===== src/rtl/acc_cpu_pkg.sv =====
package acc_cpu_pkg;
  localparam int OPC_W  = 4;
  localparam int FLAG_W = 3;

  localparam logic [OPC_W-1:0] OP_HALT = 4'h0;
  localparam logic [OPC_W-1:0] OP_LDM  = 4'h1;
  localparam logic [OPC_W-1:0] OP_STM  = 4'h2;
  localparam logic [OPC_W-1:0] OP_LDI  = 4'h3;
  localparam logic [OPC_W-1:0] OP_ADDM = 4'h4;
  localparam logic [OPC_W-1:0] OP_SUBM = 4'h5;
  localparam logic [OPC_W-1:0] OP_ADDI = 4'h6;
  localparam logic [OPC_W-1:0] OP_SUBI = 4'h7;
  localparam logic [OPC_W-1:0] OP_ANDM = 4'h8;
  localparam logic [OPC_W-1:0] OP_ORM  = 4'h9;
  localparam logic [OPC_W-1:0] OP_JZ   = 4'hA;
  localparam logic [OPC_W-1:0] OP_JMP  = 4'hB;

  typedef enum logic [3:0] {
    PH_FADR, PH_FRD, PH_FBUF, PH_DEC, PH_EXEC,
    PH_MRD, PH_MBUF, PH_MOP, PH_MWR, PH_HALT
  } phase_e;
endpackage


===== src/rtl/acc_cpu_alu.sv =====
module acc_cpu_alu
  import acc_cpu_pkg::*;
#(
  parameter int ARG_W  = 4,
  parameter int WORD_W = 8
) (
  input  logic [OPC_W-1:0]  opc,
  input  logic [WORD_W-1:0] acc,
  input  logic [WORD_W-1:0] mem_word,
  input  logic [ARG_W-1:0]  arg,
  output logic [WORD_W-1:0] result,
  output logic [FLAG_W-1:0] flags,
  output logic              flags_valid
);
  localparam int MSB = WORD_W - 1;

  // returns {N, C, V, value}
  function automatic logic [WORD_W+2:0] arith(input logic is_sub,
                                              input logic [WORD_W-1:0] a,
                                              input logic [WORD_W-1:0] b);
    logic [WORD_W:0]   ext;
    logic [WORD_W-1:0] val;
    logic              ov;
    ext = is_sub ? ({1'b0, a} - {1'b0, b}) : ({1'b0, a} + {1'b0, b});
    val = ext[WORD_W-1:0];
    if (is_sub) ov = (a[MSB] != b[MSB]) && (val[MSB] != a[MSB]);
    else        ov = (a[MSB] == b[MSB]) && (val[MSB] != a[MSB]);
    return {val[MSB], ext[WORD_W], ov, val};
  endfunction

  logic [WORD_W-1:0] imm;
  logic [WORD_W+2:0] ar;
  logic              sub_sel;
  logic [WORD_W-1:0] operand;

  assign imm     = {{(WORD_W-ARG_W){1'b0}}, arg};
  assign sub_sel = (opc == OP_SUBM) || (opc == OP_SUBI);
  assign operand = ((opc == OP_ADDI) || (opc == OP_SUBI)) ? imm : mem_word;
  assign ar      = arith(sub_sel, acc, operand);

  always_comb begin
    flags_valid = 1'b0;
    case (opc)
      OP_LDM:                           result = mem_word;
      OP_LDI:                           result = imm;
      OP_ADDM, OP_SUBM, OP_ADDI, OP_SUBI: begin
        result      = ar[WORD_W-1:0];
        flags_valid = 1'b1;
      end
      OP_ANDM:                          result = acc & mem_word;
      OP_ORM:                           result = acc | mem_word;
      default:                          result = acc;
    endcase
  end

  assign flags = ar[WORD_W+2:WORD_W];
endmodule


===== src/rtl/acc_cpu_seq.sv =====
module acc_cpu_seq
  import acc_cpu_pkg::*;
(
  input  logic             clk,
  input  logic             rst,
  input  logic [OPC_W-1:0] opc,
  output phase_e           phase
);
  phase_e nxt;

  always_comb begin
    case (phase)
      PH_FADR: nxt = PH_FRD;
      PH_FRD:  nxt = PH_FBUF;
      PH_FBUF: nxt = PH_DEC;
      PH_DEC:  nxt = PH_EXEC;
      PH_EXEC: begin
        case (opc)
          OP_HALT:                          nxt = PH_HALT;
          OP_LDM, OP_ADDM, OP_SUBM,
          OP_ANDM, OP_ORM:                  nxt = PH_MRD;
          OP_STM:                           nxt = PH_MWR;
          default:                          nxt = PH_FADR;
        endcase
      end
      PH_MRD:  nxt = PH_MBUF;
      PH_MBUF: nxt = PH_MOP;
      PH_MOP:  nxt = PH_FADR;
      PH_MWR:  nxt = PH_FADR;
      PH_HALT: nxt = PH_HALT;
      default: nxt = PH_FADR;
    endcase
  end

  always_ff @(posedge clk) begin
    if (rst) phase <= PH_FADR;
    else     phase <= nxt;
  end
endmodule


===== src/rtl/acc_cpu.sv =====
module acc_cpu
  import acc_cpu_pkg::*;
#(
  parameter int ARG_W = 4,
  localparam int WORD_W = OPC_W + ARG_W
) (
  input  logic              clk,
  input  logic              rst,
  output logic [ARG_W-1:0]  mem_addr,
  output logic [WORD_W-1:0] mem_wdata,
  input  logic [WORD_W-1:0] mem_rdata,
  output logic              mem_we,
  output logic              halted,
  output logic [FLAG_W-1:0] sr_flags
);
  logic [ARG_W-1:0]  pc, mar;
  logic [WORD_W-1:0] mbr, cir, acc;
  logic [OPC_W-1:0]  opc;
  logic [ARG_W-1:0]  cir_arg;
  phase_e            phase;

  logic [WORD_W-1:0] alu_result;
  logic [FLAG_W-1:0] alu_flags;
  logic              alu_flags_valid;

  // named events for the checker
  logic ev_fetch, ev_imm_exec, ev_flag_wr, ev_jump, acc_zero;

  assign opc      = cir[WORD_W-1:ARG_W];
  assign cir_arg  = cir[ARG_W-1:0];
  assign acc_zero = (acc == '0);

  acc_cpu_seq seq_i (
    .clk   (clk),
    .rst   (rst),
    .opc   (opc),
    .phase (phase)
  );

  acc_cpu_alu #(.ARG_W(ARG_W), .WORD_W(WORD_W)) alu_i (
    .opc         (opc),
    .acc         (acc),
    .mem_word    (mbr),
    .arg         (cir_arg),
    .result      (alu_result),
    .flags       (alu_flags),
    .flags_valid (alu_flags_valid)
  );

  assign ev_fetch    = (phase == PH_FBUF);
  assign ev_imm_exec = (phase == PH_EXEC) &&
                       ((opc == OP_LDI) || (opc == OP_ADDI) || (opc == OP_SUBI));
  assign ev_flag_wr  = (ev_imm_exec || (phase == PH_MOP)) && alu_flags_valid;
  assign ev_jump     = (phase == PH_EXEC) &&
                       ((opc == OP_JMP) || ((opc == OP_JZ) && acc_zero));

  always_ff @(posedge clk) begin
    if (rst) begin
      pc       <= '0;
      mar      <= '0;
      mbr      <= '0;
      cir      <= '0;
      acc      <= '0;
      sr_flags <= '0;
      halted   <= 1'b0;
    end else begin
      case (phase)
        PH_FADR: mar <= pc;
        PH_FBUF: begin
          mbr <= mem_rdata;
          pc  <= pc + {{(ARG_W-1){1'b0}}, 1'b1};
        end
        PH_DEC:  cir <= mbr;
        PH_EXEC: begin
          if (ev_imm_exec) acc <= alu_result;
          if (ev_flag_wr)  sr_flags <= alu_flags;
          if (ev_jump)     pc <= cir_arg;
          case (opc)
            OP_HALT: halted <= 1'b1;
            OP_STM: begin
              mar <= cir_arg;
              mbr <= acc;
            end
            OP_LDM, OP_ADDM, OP_SUBM, OP_ANDM, OP_ORM: mar <= cir_arg;
            default: ;
          endcase
        end
        PH_MBUF: mbr <= mem_rdata;
        PH_MOP: begin
          acc <= alu_result;
          if (ev_flag_wr) sr_flags <= alu_flags;
        end
        default: ;
      endcase
    end
  end

  assign mem_addr  = mar;
  assign mem_wdata = mbr;
  assign mem_we    = (phase == PH_MWR);
endmodule


===== config.mk =====
export PLATFORM = sky130hd
export DESIGN_NAME = acc_cpu
export DESIGN_NICKNAME = d
export VERILOG_FILES = /design/src/rtl/acc_cpu_pkg.sv /design/src/rtl/acc_cpu_alu.sv /design/src/rtl/acc_cpu_seq.sv /design/src/rtl/acc_cpu.sv
export SDC_FILE = /design/constraint.sdc
export NUM_CORES = 1
export LEC_CHECK = 0
export BUFFER_PORTS_ARGS = -buffer_cell sky130_fd_sc_hd__buf_2
export CAP_MARGIN = 25
export CORE_MARGIN = 4
export CORE_UTILIZATION = 40
export CTS_CLUSTER_SIZE = 20
export DETAILED_ROUTE_END_ITERATION = 12
export HOLD_SLACK_MARGIN = 0.02
export PLACE_DENSITY = 0.62
export SLEW_MARGIN = 20
export SYNTH_ARGS = -nofsm -noshare
export SYNTH_HDL_FRONTEND = slang
export SYNTH_SLANG_ARGS = --single-unit
export TNS_END_PERCENT = 50

===== constraint.sdc =====
create_clock -name clk -period 8.66 [get_ports clk]
set_input_delay 2.165 -clock clk [delete_from_list [all_inputs] [get_ports clk]]
set_output_delay 2.165 -clock clk [all_outputs]
set_load 0.03 [all_outputs]

**Word-level counts from Yosys, hierarchy flattened**

Index checks and enable logic that the tools add are counted.

- Reductions and logical operators: 30
- Equal/unequal tests: 27
- Bitwise operators: 2
- Muxes and demuxes: 15
- Add/sub/neg operators: 3

Operators with widths:

| cell | count |
|---|---|
| case mux 8 bit (5 select lines) | 1 |
| equality test 4 x 3 -> 1 bit (second input constant) | 8 |
| case mux 4 bit (8 select lines) | 1 |
| case mux 8 bit (2 select lines) | 2 |
| equality test 4 bit (second input constant) | 6 |
| two-way mux 8 bit | 3 |
| equality test 4 x 2 -> 1 bit (second input constant) | 4 |
| case mux 4 bit (2 select lines) | 2 |
| case mux 4 bit (3 select lines) | 1 |
| AND reduction 2 bit | 6 |
| adder 8 x 8 -> 9 bit | 1 |
| two-way mux 9 bit | 1 |
| subtractor 8 x 8 -> 9 bit | 1 |
| AND 8 bit | 1 |
| equality test 4 x 1 -> 1 bit (second input constant) | 2 |
| zero test 4 bit | 2 |
| zero test 8 bit | 1 |
| two-way mux 4 bit | 2 |
| OR 8 bit | 1 |
| nonzero test 2 bit | 4 |
| logical AND 1 bit | 6 |
| logical OR 1 bit | 6 |
| != test 2 bit (second input constant) | 3 |
| OR reduction 6 bit | 1 |
| other kinds (8) | 11 |

- Output and inout port bits: 17
- Register bits: 40
- Word-level logic and storage cells: 85

**Logic depth before layout (Yosys ltp)**

- Depth in word-level cells: 8
- Mapped depth: 15
- Mapped depth without buffers: 15

**Hierarchy**

From an unflattened synthesis, not the netlist that was laid out.

- Cells, all modules: 353
- Area, all modules: 2889.0 µm²

By module, submodules not included:

| module | times used | area each (µm²) | cells each |
|---|---|---|---|
| acc_cpu | 1 | 1704.1 | 181 |
| acc_cpu_alu | 1 | 993.5 | 151 |
| acc_cpu_seq | 1 | 191.4 | 21 |

**Least setup slack after synthesis**

No wires, ideal clock.

- Path type: flip-flop to output port
- From: reg seq_i.phase[3]
- To: out mem_we
- Data required time: 6.495 ns
- Path slack: 4.991 ns
- Stages on the path, launching flop included: 3
- Path buffers: 1
- Data arrival time: 1.504 ns
- Cells stage by stage: dfxtp_1 buf_2 nor4b_1

- Longest elaborated chain between the ends: 1

Ends and longest elaborated chain:

| element | line | source |
|---|---|---|
| start, declared | acc_cpu_seq.sv:7 | `output phase_e phase` |
| start signal, assigned | acc_cpu_seq.sv:37 | `else phase <= nxt;` |
| equality test 4 bit | acc_cpu.sv:100 | `assign mem_we = (phase == PH_MWR);` |
| end, declared | acc_cpu.sv:12 | `output logic mem_we,` |

Every way passes these cells.

**Final worst setup path**

- From: reg cir[5]
- To: reg acc[7]

- Longest elaborated chain between the ends: 8
- Elaborated cells on any way between the ends: 23
- Those cells by class: add/sub: 2; eq/ne: 9; mux: 5; reduce/logical: 7

Ends and longest elaborated chain:

| element | line | source |
|---|---|---|
| start, declared | acc_cpu.sv:17 | `logic [WORD_W-1:0] mbr, cir, acc;` |
| start signal, assigned | acc_cpu.sv:73 | `PH_DEC: cir <= mbr;` |
| equality test 4 x 3 -> 1 bit (on tied branches) | - |  |
| logical OR 1 bit | acc_cpu_alu.sv:38 | `assign operand = ((opc == OP_ADDI) \|\| (opc == OP_SUBI)) ? imm : mem_word;` |
| two-way mux 8 bit | acc_cpu_alu.sv:38 |  |
| adder 8 x 8 -> 9 bit / subtractor 8 x 8 -> 9 bit (equally long branches) | acc_cpu_alu.sv:24 | `ext = is_sub ? ({1'b0, a} - {1'b0, b}) : ({1'b0, a} + {1'b0, b});` |
| two-way mux 9 bit | acc_cpu_alu.sv:24 |  |
| case mux 8 bit (5 select lines) | acc_cpu_alu.sv:43 | `case (opc)` |
| two-way mux 8 bit | acc_cpu.sv:75 | `if (ev_imm_exec) acc <= alu_result;` |
| case mux 8 bit (2 select lines) | acc_cpu.sv:67 | `case (phase)` |
| end signal, assigned | acc_cpu.sv:75 |  |
| end signal, assigned | acc_cpu.sv:90 | `acc <= alu_result;` |
| end, declared | acc_cpu.sv:17 |  |

Several ways; a longest one is shown, not always the timed one. The select of a mux whose other input is x is not followed.
A chain may end at the register's enable or synchronous reset.

==> flow_metrics.env <==
export IMPL_status="complete, no violations"
export IMPL_cts_hold_buf=0
export IMPL_top_usage_layer="met2"
export IMPL_cts_sinks=40
export IMPL_async_flop_share_pct=0
export IMPL_cts_tree="done"
export IMPL_post_place_ws_ns=3.87
export IMPL_cp_data_required_time_ns=8.88
export IMPL_fin_ws_ns=3.86
export IMPL_antenna_found_initial=0
export IMPL_hold_viol=0
export IMPL_avgSynthCellArea_um2=7.55
export IMPL_final_setup_tns_ns=0
export IMPL_reg2reg_depth=15
export IMPL_cts_root_buf="clkbuf_8"
export IMPL_path_class="flop to flop"
export IMPL_antennaDiodeCount=0
export IMPL_setup_viol=0
export IMPL_p_leak_nw=1.19
export IMPL_hp_class="flop to flop"
export IMPL_viasPerCell=5.66
export IMPL_drt_iter0_markers=223
export IMPL_seqPwrFrac_pct=30.2
export IMPL_rrSetupSlack_ns=3.86
export IMPL_relSlewSlack_pct=44.9
export IMPL_pwr_density_cell_nw_per_um2=255
export IMPL_path_clk_slew_ns=0.09
export IMPL_yosysUniqueCellTypes=62
export IMPL_timing_rr_start="cir[5]"
export IMPL_startpoint="cir[5]"
export IMPL_switching_share_pct=43.2
export IMPL_grt_use_met2_pct=30.6
export IMPL_worstHoldStart="mem_addr[1]"
export IMPL_holdWs_ns=0.460
export IMPL_grt_usage_pct=19.7
export IMPL_yosysWarnings=0
export IMPL_synth_ff_type="dfxtp_1"
export IMPL_die_h_um=94.3
export IMPL_grt_pass1_vias=2689
export IMPL_vias=2829
export IMPL_area_delta_synth_final_pct=8.24
export IMPL_drc_errors=0
export IMPL_period_share_pct=55.4
export IMPL_worstSetupStartpointType="flop"
export IMPL_r2r_end="acc[7]"
export IMPL_wl_mm=8.26
export IMPL_synth_nets=415
export IMPL_synth_edf_count=0
export IMPL_arrival_ns=5.02
export IMPL_hold_path_end="mem_addr[1]"
export IMPL_num_io_pins=27
export IMPL_finalClockSkew_ns=0.00809
export IMPL_grt_max_degree=43
export IMPL_maxClockFrequency_ghz=0.208
export IMPL_core_area_um2=7250
export IMPL_crit_path_max_fanout=25
export IMPL_worst_slew_pin_slew_ns=0.825
export IMPL_start_util_pct=41.0
export IMPL_netlist_area_um2=2980
export IMPL_n_fill_cell=744
export IMPL_h_tree_depth=2
export IMPL_ys_seq_area_share_pct=26.9
export IMPL_post_cts_resize_count=0
export IMPL_syn_inst=394
export IMPL_met3_usage_pct=3.69
export IMPL_gp_congestion=0.907
export IMPL_postRouteAntennaNets=0
export IMPL_grt_overflow=0
export IMPL_worst_setup_path_end_kind="flop"
export IMPL_cts_max_path_buffers=2
export IMPL_peakVddDrop_mv=0.0719
export IMPL_port_buffers=26
export IMPL_pwr_share_clk_pct=19.2
export IMPL_dieArea_um2=8890
export IMPL_post_drt_wl_per_cell_um=16.5
export IMPL_fp_dieW_um=94.3
export IMPL_power_net_switching_mw=0.355
export IMPL_grt_util_met1_pct=27.2
export IMPL_cts_buffers=5
export IMPL_drive_gt1_share_pct=14.2
export IMPL_cts_setup_buffers=0
export IMPL_slew_violations=0
export IMPL_num_rows=31
export IMPL_place_hpwl_mm=6.12
export IMPL_hold_path_depth=2
export IMPL_period_needed_ns=4.80
export IMPL_grt_setup_unrepaired="no"
export IMPL_insertion_delay_ns=0.30
export IMPL_ys_ff_latch=40
export IMPL_p_int_mw=0.467
export IMPL_combPwrFrac_pct=50.6
export IMPL_grt_pass1_wl_mm=13.7
export IMPL_drv_cap=0
export IMPL_fin_nets=421
export IMPL_dr_pass1_iters=4
layer usage:
| metal | vias to the layer above | routed length (um) |
|---|---|---|
| li1 | 1449 | - |
| met4 | 0 | 169 |
| met1 | 1279 | 3830 |
| met3 | 12 | 539 |
| met5 | - | 0 |
| met2 | 89 | 3730 |
power by group through the flow:
stage | registers, mW | clock network (mW) | logic [mW]
floorplan | 0.240 | 0 | 0.334
global placement | 0.251 | 0 | 0.405
detailed placement | 0.252 | 0 | 0.410
CTS | 0.247 | 0.161 | 0.413
global route | 0.253 | 0.169 | 0.463
finish | 0.248 | 0.158 | 0.416
worst max-delay path by stage:
stage,endpoint,slack [ns],cells after the start
CTS,acc[7],3.86,15
detailed placement,acc[7],3.87,15
global placement,acc[7],4.02,15
finish,acc[7],3.86,15
global route,acc[7],3.41,15
floorplan,mem_we,4.99,2
sequential cells by signal, summed over array words and instances (netlist names):
| name | cells |
|---|---|
| acc | 8 |
| cir | 8 |
| mem_wdata | 8 |
| mem_addr | 4 |
| pc | 4 |
| seq_i.phase | 4 |
| sr_flags | 3 |
| halted | 1 |
area by class of cell:
cell class	count	area, um^2	share of cell area, %
Multi-Input combinational cell	311	1990	61.7
Sequential cell	40	801	24.9
Timing Repair Buffer	28	145	4.50
Tap cell	99	124	3.84
Clock buffer	5	68.8	2.14
Inverter	14	52.6	1.63
Clock inverter	3	42.5	1.32
stage by stage:
step / power, mW / cells / util [%] / area [um^2]
6_report: 0.821 / 500 / 44.4 / 3220
5_1_grt: 0.885 / 500 / 44.4 / 3220
4_1_cts: 0.821 / 500 / 44.4 / 3220
3_5_place_dp: 0.662 / 492 / 42.9 / 3110
3_3_place_gp: 0.655 / 492 / 42.9 / 3110
2_1_floorplan: 0.574 / 394 / - / 2980
placed cells by master (no fill, tap or decap), types with 5 or more instances in the layout:
cell,synthesis,final
a31oi_1,7,7
xnor2_1,6,6
a211oi_1,15,15
mux2i_1,11,11
nand3_1,6,6
buf_2,8,26
nand2_1,54,54
ha_1,10,10
a21oi_1,38,38
o21ai_0,20,20
nand2b_1,6,6
clkbuf_8,0,5
nor2_1,36,36
nor3_1,9,9
dfxtp_1,40,40
inv_1,14,14
critical path, stage by stage, from the launching register on:
cell	delay [ns]
dfxtp_1	0.86
nand3b_1	0.54
mux2_2	0.50
inv_1	0.07
ha_1	0.23
or3b_2	0.51
nand2_1	0.09
a21oi_1	0.08
a221oi_1	0.28
xnor2_1	0.11
ha_1	0.37
o21a_1	0.16
nor2_1	0.04
a311oi_1	0.42
o21ai_0	0.16
a311oi_1	0.28
cell usage after synthesis, drive strengths merged, types with 4 or more instances:
| library cell | number | area [um^2] |
|---|---|---|
| mux2i | 11 | 110 |
| and3 | 4 | 25.0 |
| clkbuf | 16 | 60.1 |
| nand2b | 6 | 37.5 |
| nor2 | 36 | 135 |
| nand2 | 55 | 209 |
| o21ai | 21 | 105 |
| nor4b | 4 | 50.1 |
| nand3 | 7 | 47.6 |
| dfxtp | 40 | 801 |
| o31ai | 4 | 30.0 |
| a31oi | 7 | 43.8 |
| a211oi | 15 | 113 |
| o22ai | 4 | 25.0 |
| or2 | 4 | 25.0 |
| xnor2 | 6 | 52.6 |
| o21a | 4 | 30.0 |
| ha | 10 | 125 |
| a21oi | 38 | 190 |
| buf | 13 | 81.3 |
| nor2b | 4 | 25.0 |
| or3 | 4 | 25.0 |
| nor3 | 11 | 71.3 |
| inv | 14 | 52.6 |
cells by family after synthesis:
| kind of cell | count (synthesis) | share of synthesized area, % |
|---|---|---|
| compound gates | 124 | 27.5 |
| xor+xnor | 8 | 2.35 |
| fa+ha+maj | 11 | 4.88 |
| buf+inv | 43 | 6.52 |
| flops | 40 | 26.9 |
| mux | 14 | 4.83 |
| simple gates | 154 | 27.0 |
Note: power is estimated with default switching activity, not from simulation.
